`src/rtl/rs_pkg.sv`:
```
// Shared constants and helpers for the reset supervisor.
// Assumes: nothing beyond IEEE 1800-2017.
package rs_pkg;

    // Depth of the pad synchronizer; the debounce length must exceed it.
    localparam int unsigned SYNC_STAGES = 2;

    // Pin level that means "reset" for the chosen polarity.
    function automatic logic drive_level(input bit active_low);
        return active_low ? 1'b0 : 1'b1;
    endfunction

endpackage

```
`src/rtl/rs_pin_sense.sv`:
```
// Senses an external pull on the open-drain reset pin.
// Synchronizes the pin and counts consecutive active samples taken while the
// block itself is not driving. It then latches a manual-hold flag, which
// clears at the first synchronized inactive sample.
// Assumes: DEBOUNCE > SYNC_STAGES, so stale samples left over from the
// block's own drive cannot complete a count.
module rs_pin_sense #(
    parameter int unsigned SYNC_STAGES = 2,
    parameter int unsigned DEBOUNCE    = 4,
    parameter bit          SENSE_EN    = 1'b1,
    parameter logic        ACT_LVL     = 1'b0
) (
    input  logic clk,
    input  logic rst_n,
    input  logic pin_i,
    input  logic driving_i,
    output logic hold_o
);
    localparam int unsigned DCW = (DEBOUNCE > 1) ? $clog2(DEBOUNCE) : 1;
    localparam logic [DCW-1:0] D_LAST = DCW'(DEBOUNCE - 1);

    logic [SYNC_STAGES-1:0] sync_q;
    logic [DCW-1:0]         dcnt_q;
    logic                   hold_q;
    logic                   act;

    // Bring the asynchronous pin level into the clock domain.
    always_ff @(posedge clk) begin
        if (!rst_n) sync_q <= {SYNC_STAGES{~ACT_LVL}};
        else        sync_q <= {sync_q[SYNC_STAGES-2:0], pin_i};
    end

    assign act = (sync_q[SYNC_STAGES-1] == ACT_LVL);

    // Count consecutive active samples seen while the pad is undriven.
    always_ff @(posedge clk) begin
        if (!rst_n || !act || driving_i || hold_q) dcnt_q <= '0;
        else if (dcnt_q != D_LAST)                 dcnt_q <= dcnt_q + 1'b1;
    end

    // Latch a manual request on the final sample; drop it when the pin lets go.
    always_ff @(posedge clk) begin
        if (!rst_n)      hold_q <= 1'b0;
        else if (hold_q) hold_q <= act;
        else             hold_q <= SENSE_EN && act && !driving_i && (dcnt_q == D_LAST);
    end

    assign hold_o = hold_q;
endmodule

```
`src/rtl/rs_release_timer.sv`:
```
// Holds reset while its hold input is set. After the input clears, it keeps
// reset on for DELAY_CYCLES edges. Any new hold clears the count.
// Assumes: DELAY_CYCLES >= 2; hold_i is synchronous to clk.
module rs_release_timer #(
    parameter int unsigned DELAY_CYCLES = 10_000_000
) (
    input  logic clk,
    input  logic rst_n,
    input  logic hold_i,
    output logic asserted_o
);
    localparam int unsigned CW = $clog2(DELAY_CYCLES + 1);
    localparam logic [CW-1:0] C_LAST = CW'(DELAY_CYCLES - 1);

    logic [CW-1:0] cnt_q;
    logic          asserted_q;

    // Restart on hold, otherwise count down the release wait once.
    always_ff @(posedge clk) begin
        if (!rst_n || hold_i) begin
            asserted_q <= 1'b1;
            cnt_q      <= '0;
        end else if (asserted_q) begin
            if (cnt_q == C_LAST) begin
                asserted_q <= 1'b0;
                cnt_q      <= '0;
            end else begin
                cnt_q <= cnt_q + 1'b1;
            end
        end
    end

    assign asserted_o = asserted_q;
endmodule

```
`src/rtl/rs_wr_guard.sv`:
```
// Write-inhibit flag for the memory neighbour. It rises at once with a low
// supply and falls one edge after the supply is sampled good.
// Assumes: supply_low_i is synchronous to clk.
module rs_wr_guard (
    input  logic clk,
    input  logic rst_n,
    input  logic supply_low_i,
    output logic inhibit_o
);
    logic low_q;

    // Remember the last sampled supply state; power-up counts as low.
    always_ff @(posedge clk) begin
        if (!rst_n) low_q <= 1'b1;
        else        low_q <= supply_low_i;
    end

    assign inhibit_o = ~rst_n | low_q | supply_low_i;
endmodule

```
`src/rtl/rst_supervisor.sv`:
```
// Top of the reset supervisor. It merges the supply flag and the manual
// request into one hold, times the release, and drives the open-drain pad.
// While a manual hold is active the pad is left to the external device.
// Assumes: supply_low_i is already synchronized.
module rst_supervisor #(
    parameter bit          ACTIVE_LOW   = 1'b1,
    parameter int unsigned DELAY_CYCLES = 10_000_000,
    parameter int unsigned DEBOUNCE     = 4
) (
    input  logic clk,
    input  logic rst_n,
    input  logic supply_low_i,
    input  logic pad_i,
    output logic pad_oe_o,
    output logic pad_do_o,
    output logic rst_asserted_o,
    output logic wr_inhibit_o
);
    localparam logic ACT_LVL = rs_pkg::drive_level(ACTIVE_LOW);

    logic man_hold;
    logic timed_rst;
    logic hold;

    rs_pin_sense #(
        .SYNC_STAGES (rs_pkg::SYNC_STAGES),
        .DEBOUNCE    (DEBOUNCE),
        .SENSE_EN    (ACTIVE_LOW),
        .ACT_LVL     (ACT_LVL)
    ) u_sense (
        .clk       (clk),
        .rst_n     (rst_n),
        .pin_i     (pad_i),
        .driving_i (pad_oe_o),
        .hold_o    (man_hold)
    );

    assign hold = supply_low_i | man_hold;

    rs_release_timer #(
        .DELAY_CYCLES (DELAY_CYCLES)
    ) u_timer (
        .clk        (clk),
        .rst_n      (rst_n),
        .hold_i     (hold),
        .asserted_o (timed_rst)
    );

    rs_wr_guard u_guard (
        .clk          (clk),
        .rst_n        (rst_n),
        .supply_low_i (supply_low_i),
        .inhibit_o    (wr_inhibit_o)
    );

    assign rst_asserted_o = ~rst_n | timed_rst;
    assign pad_oe_o       = ~rst_n | (timed_rst & ~man_hold);
    assign pad_do_o       = ACT_LVL;
endmodule

```
`config.mk`:
```
export PLATFORM = sky130hd
export DESIGN_NAME = rst_supervisor
export DESIGN_NICKNAME = d
export VERILOG_FILES = /design/src/rtl/rs_pkg.sv /design/src/rtl/rs_pin_sense.sv /design/src/rtl/rs_release_timer.sv /design/src/rtl/rs_wr_guard.sv /design/src/rtl/rst_supervisor.sv
export SDC_FILE = /design/constraint.sdc
export NUM_CORES = 1
export LEC_CHECK = 0
export CORE_AREA = 2 2 60 62
export CTS_CLUSTER_DIAMETER = 120
export DETAILED_ROUTE_END_ITERATION = 8
export DIE_AREA = 0 0 62 64
export HOLD_SLACK_MARGIN = 0.03
export SETUP_SLACK_MARGIN = 0.4
export SYNTH_ARGS = -nofsm -noshare
export SYNTH_HDL_FRONTEND = slang
export SYNTH_SLANG_ARGS = --single-unit
```
`constraint.sdc`:
```
create_clock -name clk -period 4.6 [get_ports clk]
set_input_delay 0.92 -clock clk [delete_from_list [all_inputs] [get_ports clk]]
set_output_delay 0.92 -clock clk [all_outputs]
set_load 0.02 [all_outputs]
```
==> results of run 1 <==
==> worst max-delay path, cell delays in order <==
cell	delay (ns)
clkdlybuf4s50_1	0.55
nand2b_1	0.09
or2_2	0.27
clkdlybuf4s50_1	0.54
==> power by group through the flow <==
| stage | clock network (mW) | logic (mW) | registers, mW |
|---|---|---|---|
| 3_3_place_gp | 0 | 0.0118 | 0.278 |
| 3_5_place_dp | 0 | 0.0121 | 0.278 |
| 4_1_cts | 0.228 | 0.0121 | 0.271 |
| 2_1_floorplan | 0 | 0.00995 | 0.277 |
| 6_report | 0.223 | 0.0120 | 0.271 |
| 5_1_grt | 0.246 | 0.0135 | 0.272 |
==> kinds of logic (layout without fill, tap and decap cells) <==
group,count (synthesis),in the layout,share of synthesized area
xor gates and xnor gates,22,22,0.1396
DFF,31,31,0.4497
muxes,1,1,0.007253
other,1,1,0.002717
AOI/OAI and AO/OA,8,8,0.03627
buffers and inverters,6,15,0.03082
and+or+nand+nor,78,78,0.3155
adders and majority gates,2,2,0.01813
==> area by class of cell <==
cell class | instances | area, um2 | area share
inverters | 1 | 3.754 | 0.002429
repair buffers | 6 | 60.06 | 0.03887
well taps | 46 | 57.56 | 0.03725
clock buffers | 6 | 51.30 | 0.03320
multi-input cells | 112 | 716.9 | 0.4640
flip-flops and latches | 31 | 620.6 | 0.4016
clock inverters | 2 | 35.03 | 0.02267
==> layer usage <==
metal	track usage	vias up	routed length (um)	share of wire
met4	0.07181	0	51	0.022
met1	0.1754	464	1164	0.50
met3	0.04858	8	64	0.027
met2	0.2070	7	1058	0.45
met5	0	-	0	0
li1	-	523	-	-
==> sequential cells by signal, summed over array words and instances (netlist names) <==
signal and cells:
u_guard.low_q 1, u_sense.dcnt_q 2, u_sense.sync_q 2, u_timer.cnt_q 24
u_sense.hold_o 1, u_timer.asserted_o 1
==> metrics by stage <==
step           std cells  worst slack [ns]  utilization  hold slack, ns
6_report             204             1.309       0.4705          0.4251
3_3_place_gp         196             1.318       0.4442          0.4034
3_5_place_dp         196             1.298       0.4442          0.4020
5_1_grt              204             1.228       0.4705          0.4731
4_1_cts              204             1.302       0.4705          0.4258
2_1_floorplan        149             2.299            -          0.3863
==> worst paths after layout <==
| kind | slack, ns | endpoint | cells after the start |
|---|---|---|---|
| max | 1.31 | wr_inhibit_o | 4 |
| min | 0.43 | u_sense.sync_q[1] | 1 |
| max reg2reg | 2.37 | u_timer.cnt_q[11] | 6 |
| min reg2reg | 0.43 | u_sense.sync_q[1] | 1 |
==> cell usage in the layout, fill, tap and decap left out, types with 2 or more instances in the layout <==
cell type / n
o21ai_0: 2
or3_1: 2
nand2_1: 11
xnor2_1: 6
or2_2: 2
clkdlybuf4s50_1: 6
a21oi_1: 4
nor4_4: 2
nor2_1: 26
xor2_1: 16
nand4_1: 8
and3_1: 2
ha_1: 2
dfxtp_1: 31
nand3_1: 9
nand2b_1: 5
clkbuf_4: 5
nor4_1: 4
==> flow_summary.json, run 1 <==
{
  "yosysTopAreaCellShare": 0.4497,
  "grt_start_max_net_pins": 21,
  "dieArea_um2": 3968,
  "synth_common_cells": "31 x dfxtp_1, 26 x nor2_1, 16 x xor2_1",
  "vdd_drop_max_v": 0.0001502,
  "worstSetupStartpoint": "rst_n",
  "grt_pass1_wl_um": 4091,
  "cts_resized": 0,
  "overflow": 0,
  "max_slew.worst_pin.slew_ns": 0.8515,
  "power_leakage_nw": 0.5581,
  "yosysSeqAreaShare": 0.4497,
  "fp.dieH_um": 64,
  "fin_skew_ns": 0.008672,
  "syn_nets": 155,
  "finalSetupViolCount": 0,
  "synth_area_leader_cell": "dfxtp_1",
  "start_kind": "input pin",
  "clk_path_buf_depth": 2,
  "vias": 1002,
  "power.switching_uw": 101.9,
  "antenna-diode-count": 0,
  "grt_pass1_vias": 977,
  "synth_area_um2": 1380,
  "max_cap_viol_count": 0,
  "cts_tree": "built",
  "wirelength_um": 2338,
  "die_x_um": 62,
  "synthCells": 149,
  "cp.required_ns": 3.68,
  "p_clk_frac": 0.440,
  "yosys.cell_types.count": 32,
  "drcViolationCount": 0,
  "cp_data_arrival_time_ns": 2.37,
  "async_reset_ff_frac": 0,
  "cts_root_buf": "clkbuf_4",
  "design_area_um2": 1545,
  "p_int_uw": 404.0,
  "num-fill-cells": 331,
  "power_frac_comb": 0.024,
  "slew_violations": 0,
  "power_frac_seq": 0.536,
  "htree_levels": 2,
  "synth_top_flop_cell": "dfxtp_1",
  "port_buffers": 6,
  "io-pin-count": 8,
  "setup_tns_ns": 0,
  "yosysWarnings": 0,
  "relSlewSlack": 0.4319,
  "num_rows": 21,
  "ctsHoldBuffers": 0,
  "wl_per_cell_um": 11.46,
  "hold_viol": 0,
  "dr.first_iter.drc_count": 24,
  "crit_fanout": 6,
  "synthTopCellsByArea": "dfxtp_1 45%, xor2_1 10%, nor2_1 7.1%",
  "core-area_um2": 3284,
  "power_density_nw_per_um2": 327.4,
  "dp_hpwl_um": 1650,
  "endpoint_kind": "output pin",
  "finalWorstPathRequiredPeriod_ns": 3.291,
  "initial_core_util": 0.4202,
  "hp-start": "u_sense.sync_q[0]",
  "synth_edf_count": 0,
  "nNetsFinal": 163,
  "cts_setup_buffers": 0,
  "antenna_left": 0,
  "max_freq_ghz": 0.3039,
  "clk_pin_slew_ns": 0.09,
  "antenna_found_initial": 0,
  "rsz0062_at_grt": "no",
  "via_per_inst": 4.912,
  "switching_share": 0.2014,
  "path_class": "input pin to output pin",
  "syn_to_final_growth_pct": 11.97,
  "grtUsageTotal": 0.1401,
  "drive_above_1_share": 0.1013,
  "syn_area_per_cell_um2": 9.262,
  "yosysMostFrequentCell": "dfxtp_1",
  "clock_latency_ns": 0.33,
  "numCtsBuffers": 5,
  "power.total_uw": 505.8,
  "min_path_type": "flip-flop to flip-flop",
  "ys_ff_latch": 31,
  "cts_sinks": 31,
  "place.gp.congestion": 0.7674,
  "drtPass1Iterations": 4,
  "post-route-period-util": 0.7154,
  "post_dp_cell_area_um2": 1459,
  "reg2reg_from": "u_timer.cnt_q[0]",
  "status": "finished, final reports clean"
}
No activity file was read; power rests on OpenSTA's default activity.
==> inputs of run 2 (changes only) <==
Clock period 4.6 ns to 3.2 ns, I/O delays scaled along.
==> run 2 against run 1 <==
  * Combinational power is 43% higher
  * Clock power is 46% higher
  * Sequential share of layout area is 0.065 points lower
  * Total power is 45% higher
  * Design area is 0.16% higher
==> flow_summary.json, run 2 (same netlist as run 1, synthesis figures left out) <==
{
  "die_x_um": 62,
  "num_rows": 21,
  "crit_fanout": 6,
  "place.gp.congestion": 0.7678,
  "io-pin-count": 8,
  "finalWorstPathRequiredPeriod_ns": 2.507,
  "status": "finished, final reports clean",
  "wl_per_cell_um": 11.27,
  "grt_start_max_net_pins": 21,
  "port_buffers": 6,
  "setup_slack_ns": 0.6929,
  "cts_root_buf": "clkbuf_4",
  "fin_skew_ns": 0.009418,
  "cp_data_arrival_time_ns": 1.87,
  "cts_tree": "built",
  "dieArea_um2": 3968,
  "largestRegisters": "u_timer.cnt_q x24, u_sense.dcnt_q x2, u_sense.sync_q x2",
  "drtPass1Iterations": 4,
  "clk_path_buf_depth": 2,
  "timing.reg2reg.setup_slack_ns": 0.99,
  "rsz0062_at_grt": "no",
  "slew_violations": 0,
  "wirelength_um": 2299,
  "nNetsFinal": 163,
  "grt_pass1_wl_um": 3960,
  "cp.required_ns": 2.56,
  "overflow": 0,
  "cts_setup_buffers": 0,
  "syn_to_final_growth_pct": 12.15,
  "max_cap_viol_count": 0,
  "endpoint_kind": "output pin",
  "fp.dieH_um": 64,
  "grtUsageTotal": 0.1368,
  "min_path_type": "flip-flop to flip-flop",
  "vias": 1001,
  "antenna_found_initial": 0,
  "drive_above_1_share": 0.1013,
  "pre_cts_ws_ns": 0.4455,
  "htree_levels": 2,
  "setup_tns_ns": 0,
  "top_register": "u_timer.cnt_q",
  "num-fill-cells": 330,
  "finalSetupViolCount": 0,
  "max_slew.worst_pin.slew_ns": 0.8382,
  "ctsHoldBuffers": 0,
  "hold_viol": 0,
  "grt_pass1_vias": 932,
  "post-route-period-util": 0.7835,
  "max_freq_ghz": 0.3989,
  "drcViolationCount": 0,
  "antenna-diode-count": 0,
  "mostFrequentLayoutCells": "31 x dfxtp_1, 26 x nor2_1, 16 x xor2_1",
  "power_density_nw_per_um2": 472.8,
  "initial_core_util": 0.4202,
  "largest_register_ffs": 24,
  "worstSetupStartpoint": "rst_n",
  "clk_pin_slew_ns": 0.10,
  "dr.first_iter.drc_count": 45,
  "start_kind": "input pin",
  "vdd_drop_max_v": 0.0002747,
  "power_leakage_nw": 0.5589,
  "antenna_left": 0,
  "hp-start": "u_sense.sync_q[0]",
  "via_per_inst": 4.907,
  "core-area_um2": 3284,
  "final_common_cell": "dfxtp_1",
  "relSlewSlack": 0.4408,
  "dp_hpwl_um": 1612,
  "reg2reg_from": "u_timer.cnt_q[0]",
  "cts_sinks": 31,
  "clock_latency_ns": 0.34,
  "numCtsBuffers": 5,
  "path_class": "input pin to output pin"
}
[run 2: path summary, 6_finish.rpt]
check                       to  cells after the start
max reg2reg  u_timer.cnt_q[23]                      6
min          u_sense.sync_q[1]                      1
max                   pad_oe_o                      3
min reg2reg  u_sense.sync_q[1]                      1
[run 2: cell type report]
class	instances	area (um2)	area share
Timing Repair Buffer	6	62.56	0.04042
Inverter	1	3.754	0.002425
Multi-Input combinational cell	112	716.9	0.4632
Sequential cell	31	620.6	0.4010
Clock buffer	6	51.30	0.03314
Tap cell	46	57.56	0.03719
Clock inverter	2	35.03	0.02264
[run 2: metal layers]
metal,part of all wire,GRT usage,vias up
met4,0.027,0.07979,0
met2,0.45,0.1940,9
li1,-,-,521
met5,0,0,-
met1,0.49,0.1740,464
met3,0.027,0.04858,7
[run 2: through the flow]
stage	area [um2]	instances	utilization	total power [mW]	hold slack [ns]
3_3_place_gp	1459	196	0.4442	0.4160	0.4035
4_1_cts	1545	204	0.4705	0.7382	0.4279
3_5_place_dp	1459	196	0.4442	0.4165	0.4035
2_1_floorplan	1380	149	-	0.4129	0.3863
6_report	1548	204	0.4712	0.7318	0.4294
5_1_grt	1548	204	0.4712	0.7649	0.4750
[run 2: worst max-delay path, stage by stage]
cell,delay (ns)
clkdlybuf4s50_1,0.49
o21ai_0,0.11
clkdlybuf4s50_1,0.62
[run 2: what timing repair did]
item | 4_1_cts | 5_1_grt
endpoints found under the hold margin | 0 | 0
gates resized for setup | 0 | 1
endpoints found under the setup margin | 0 | 1
[run 2: where the power goes]
| group | leakage, nW | internal [mW] | total [mW] | switching [mW] |
|---|---|---|---|---|
| Sequential | 0.251 | 0.389 | 0.390 | 0.00142 |
| Combinational | 0.260 | 0.00758 | 0.0172 | 0.00958 |
| Clock | 0.0482 | 0.185 | 0.325 | 0.140 |
==> inputs of run 3 (changes only) <==
Clock period 3.2 ns to 2.2 ns, I/O delays scaled along.
==> run 3 against run 2 <==
  * Clock-buffer cell count rose by 1
  * Clock skew fell by 0.00065 ns
  * Cell count rose by 5.4%
  * Core utilization rose by 3.1 points
  * Flip-flop and latch count did not move
  * Setup slack got worse by 0.25 ns
  * Die area did not move
  * Clock power rose by 18%
  * Critical path depth rose by 1
  * Total power rose by 35%
  * Largest cell class unchanged
==> flow_summary.json, run 3 (same netlist as run 1, synthesis figures left out) <==
{
  "status": "finished, final reports clean",
  "overflow": 0,
  "initial_core_util": 0.4202,
  "vias": 1062,
  "io-pin-count": 8,
  "critPathBufInv": 2,
  "dr.first_iter.drc_count": 32,
  "pre_cts_ws_ns": -0.02681,
  "rsz0062_at_grt": "yes",
  "clock_latency_ns": 0.33,
  "postLayoutCoreUtil": 0.5025,
  "grtUsageTotal": 0.1501,
  "endpoint_kind": "output pin",
  "core-area_um2": 3284,
  "min_path_type": "flip-flop to flip-flop",
  "num_rows": 21,
  "die_x_um": 62,
  "cp_slowest_stage_delay_ns": 0.40,
  "port_buffers": 6,
  "crit_family": "buffers and inverters",
  "finalSetupViolCount": 0,
  "dp.cells": 201,
  "fp.dieH_um": 64,
  "hold_viol": 0,
  "slew_violations": 0,
  "grt_start_max_net_pins": 12,
  "power.total_uw": 988.0,
  "dp_hpwl_um": 1760,
  "num-fill-cells": 325,
  "place.gp.congestion": 0.7994,
  "mostFrequentLayoutCells": "26 x nor2_1, 26 x dfxtp_1, 16 x xor2_1",
  "cp_cell_sequence": "clkdlybuf4s50_1 -> nand2b_4 -> or2_4 -> buf_6",
  "crit_fanout": 2,
  "finalWorstPathRequiredPeriod_ns": 1.762,
  "ctsHoldBuffers": 0,
  "slowest_stage": "clkdlybuf4s50_1",
  "grt_pass1_vias": 1035,
  "top_register": "u_timer.cnt_q",
  "cp.required_ns": 1.76,
  "largestRegisters": "u_timer.cnt_q x24, u_sense.dcnt_q x2, u_sense.sync_q x2",
  "grt_pass1_wl_um": 4395,
  "antenna_found_initial": 0,
  "htree_levels": 2,
  "path_class": "input pin to output pin",
  "wirelength_um": 2634,
  "cts_sinks": 31,
  "clk_path_buf_depth": 2,
  "cts_root_buf": "clkbuf_4",
  "drtPass1Iterations": 4,
  "hold_ws_ns": 0.4202,
  "antenna-diode-count": 0,
  "final_cells": 215,
  "power_density_nw_per_um2": 598.7,
  "cp_data_arrival_time_ns": 1.32,
  "wl_per_cell_um": 12.25,
  "antenna_left": 0,
  "fin_skew_ns": 0.008773,
  "dieArea_um2": 3968,
  "numCtsBuffers": 5,
  "post-route-period-util": 0.8010,
  "largest_register_ffs": 24,
  "clk_pin_slew_ns": 0.10,
  "cts_tree": "built",
  "vdd_drop_max_v": 0.0002532,
  "power_leakage_nw": 0.5970,
  "drcViolationCount": 0,
  "setup_slack_ns": 0.4379,
  "max_cap_viol_count": 0,
  "max_freq_ghz": 0.5675,
  "drive_above_1_share": 0.2308,
  "syn_to_final_growth_pct": 19.58,
  "nNetsFinal": 174,
  "start_kind": "input pin",
  "via_per_inst": 4.940
}
[run 3: changes by cell type in the layout (fill, tap and decap cells not counted), sizes merged, moves of 2 or more]
cell	previous run	this run
clkdlybuf4s50	5	2
buf	0	12
clkbuf	6	9
clkinvlp	0	2
[run 3: through the flow]
step                TNS [ns]  cell area, um2
detailed placement  -0.02681            1496
finish                     0            1650
global placement    -0.02107            1496
global route               0            1650
floorplan                  0            1380
CTS                        0            1587
[run 3: per-layer routing]
| metal | global-route usage | up-vias | share of wire |
|---|---|---|---|
| met1 | 0.1857 | 504 | 0.47 |
| li1 | - | 543 | - |
| met5 | 0 | - | 0 |
| met2 | 0.2253 | 10 | 0.48 |
| met3 | 0.04858 | 5 | 0.032 |
| met4 | 0.07979 | 0 | 0.015 |
[run 3: worst paths after layout]
path | from | endpoint | slack (ns) | depth (start not counted)
setup / recovery | supply_low_i | wr_inhibit_o | 0.44 | 4
hold / removal | u_sense.sync_q[0] | u_sense.sync_q[1] | 0.42 | 1
setup reg to reg | u_timer.cnt_q[5] | u_timer.cnt_q[15] | 0.47 | 6
hold reg to reg | u_sense.sync_q[0] | u_sense.sync_q[1] | 0.42 | 1
[run 3: cell type report]
type / instances / area, um2 / area share
Timing Repair Buffer: 17 / 140.1 / 0.08491
Tap cell: 46 / 57.56 / 0.03487
Inverter: 1 / 7.507 / 0.004549
Sequential cell: 31 / 629.4 / 0.3814
Clock buffer: 7 / 65.06 / 0.03942
Clock inverter: 1 / 7.507 / 0.004549
Multi-Input combinational cell: 112 / 743.2 / 0.4503
[run 3: where the power goes]
| group | total [mW] | internal (mW) | switching, mW |
|---|---|---|---|
| clock network | 0.382 | 0.187 | 0.196 |
| registers | 0.567 | 0.564 | 0.00229 |
| logic | 0.0392 | 0.0210 | 0.0182 |
| total | 0.988 | 0.772 | 0.216 |
[run 3: what timing repair did]
action                     CTS  global route
pin swaps                    1             4
setup endpoints to repair   23            22
gates resized for setup     13            17
gates cloned                 0             2
setup buffers                1             3
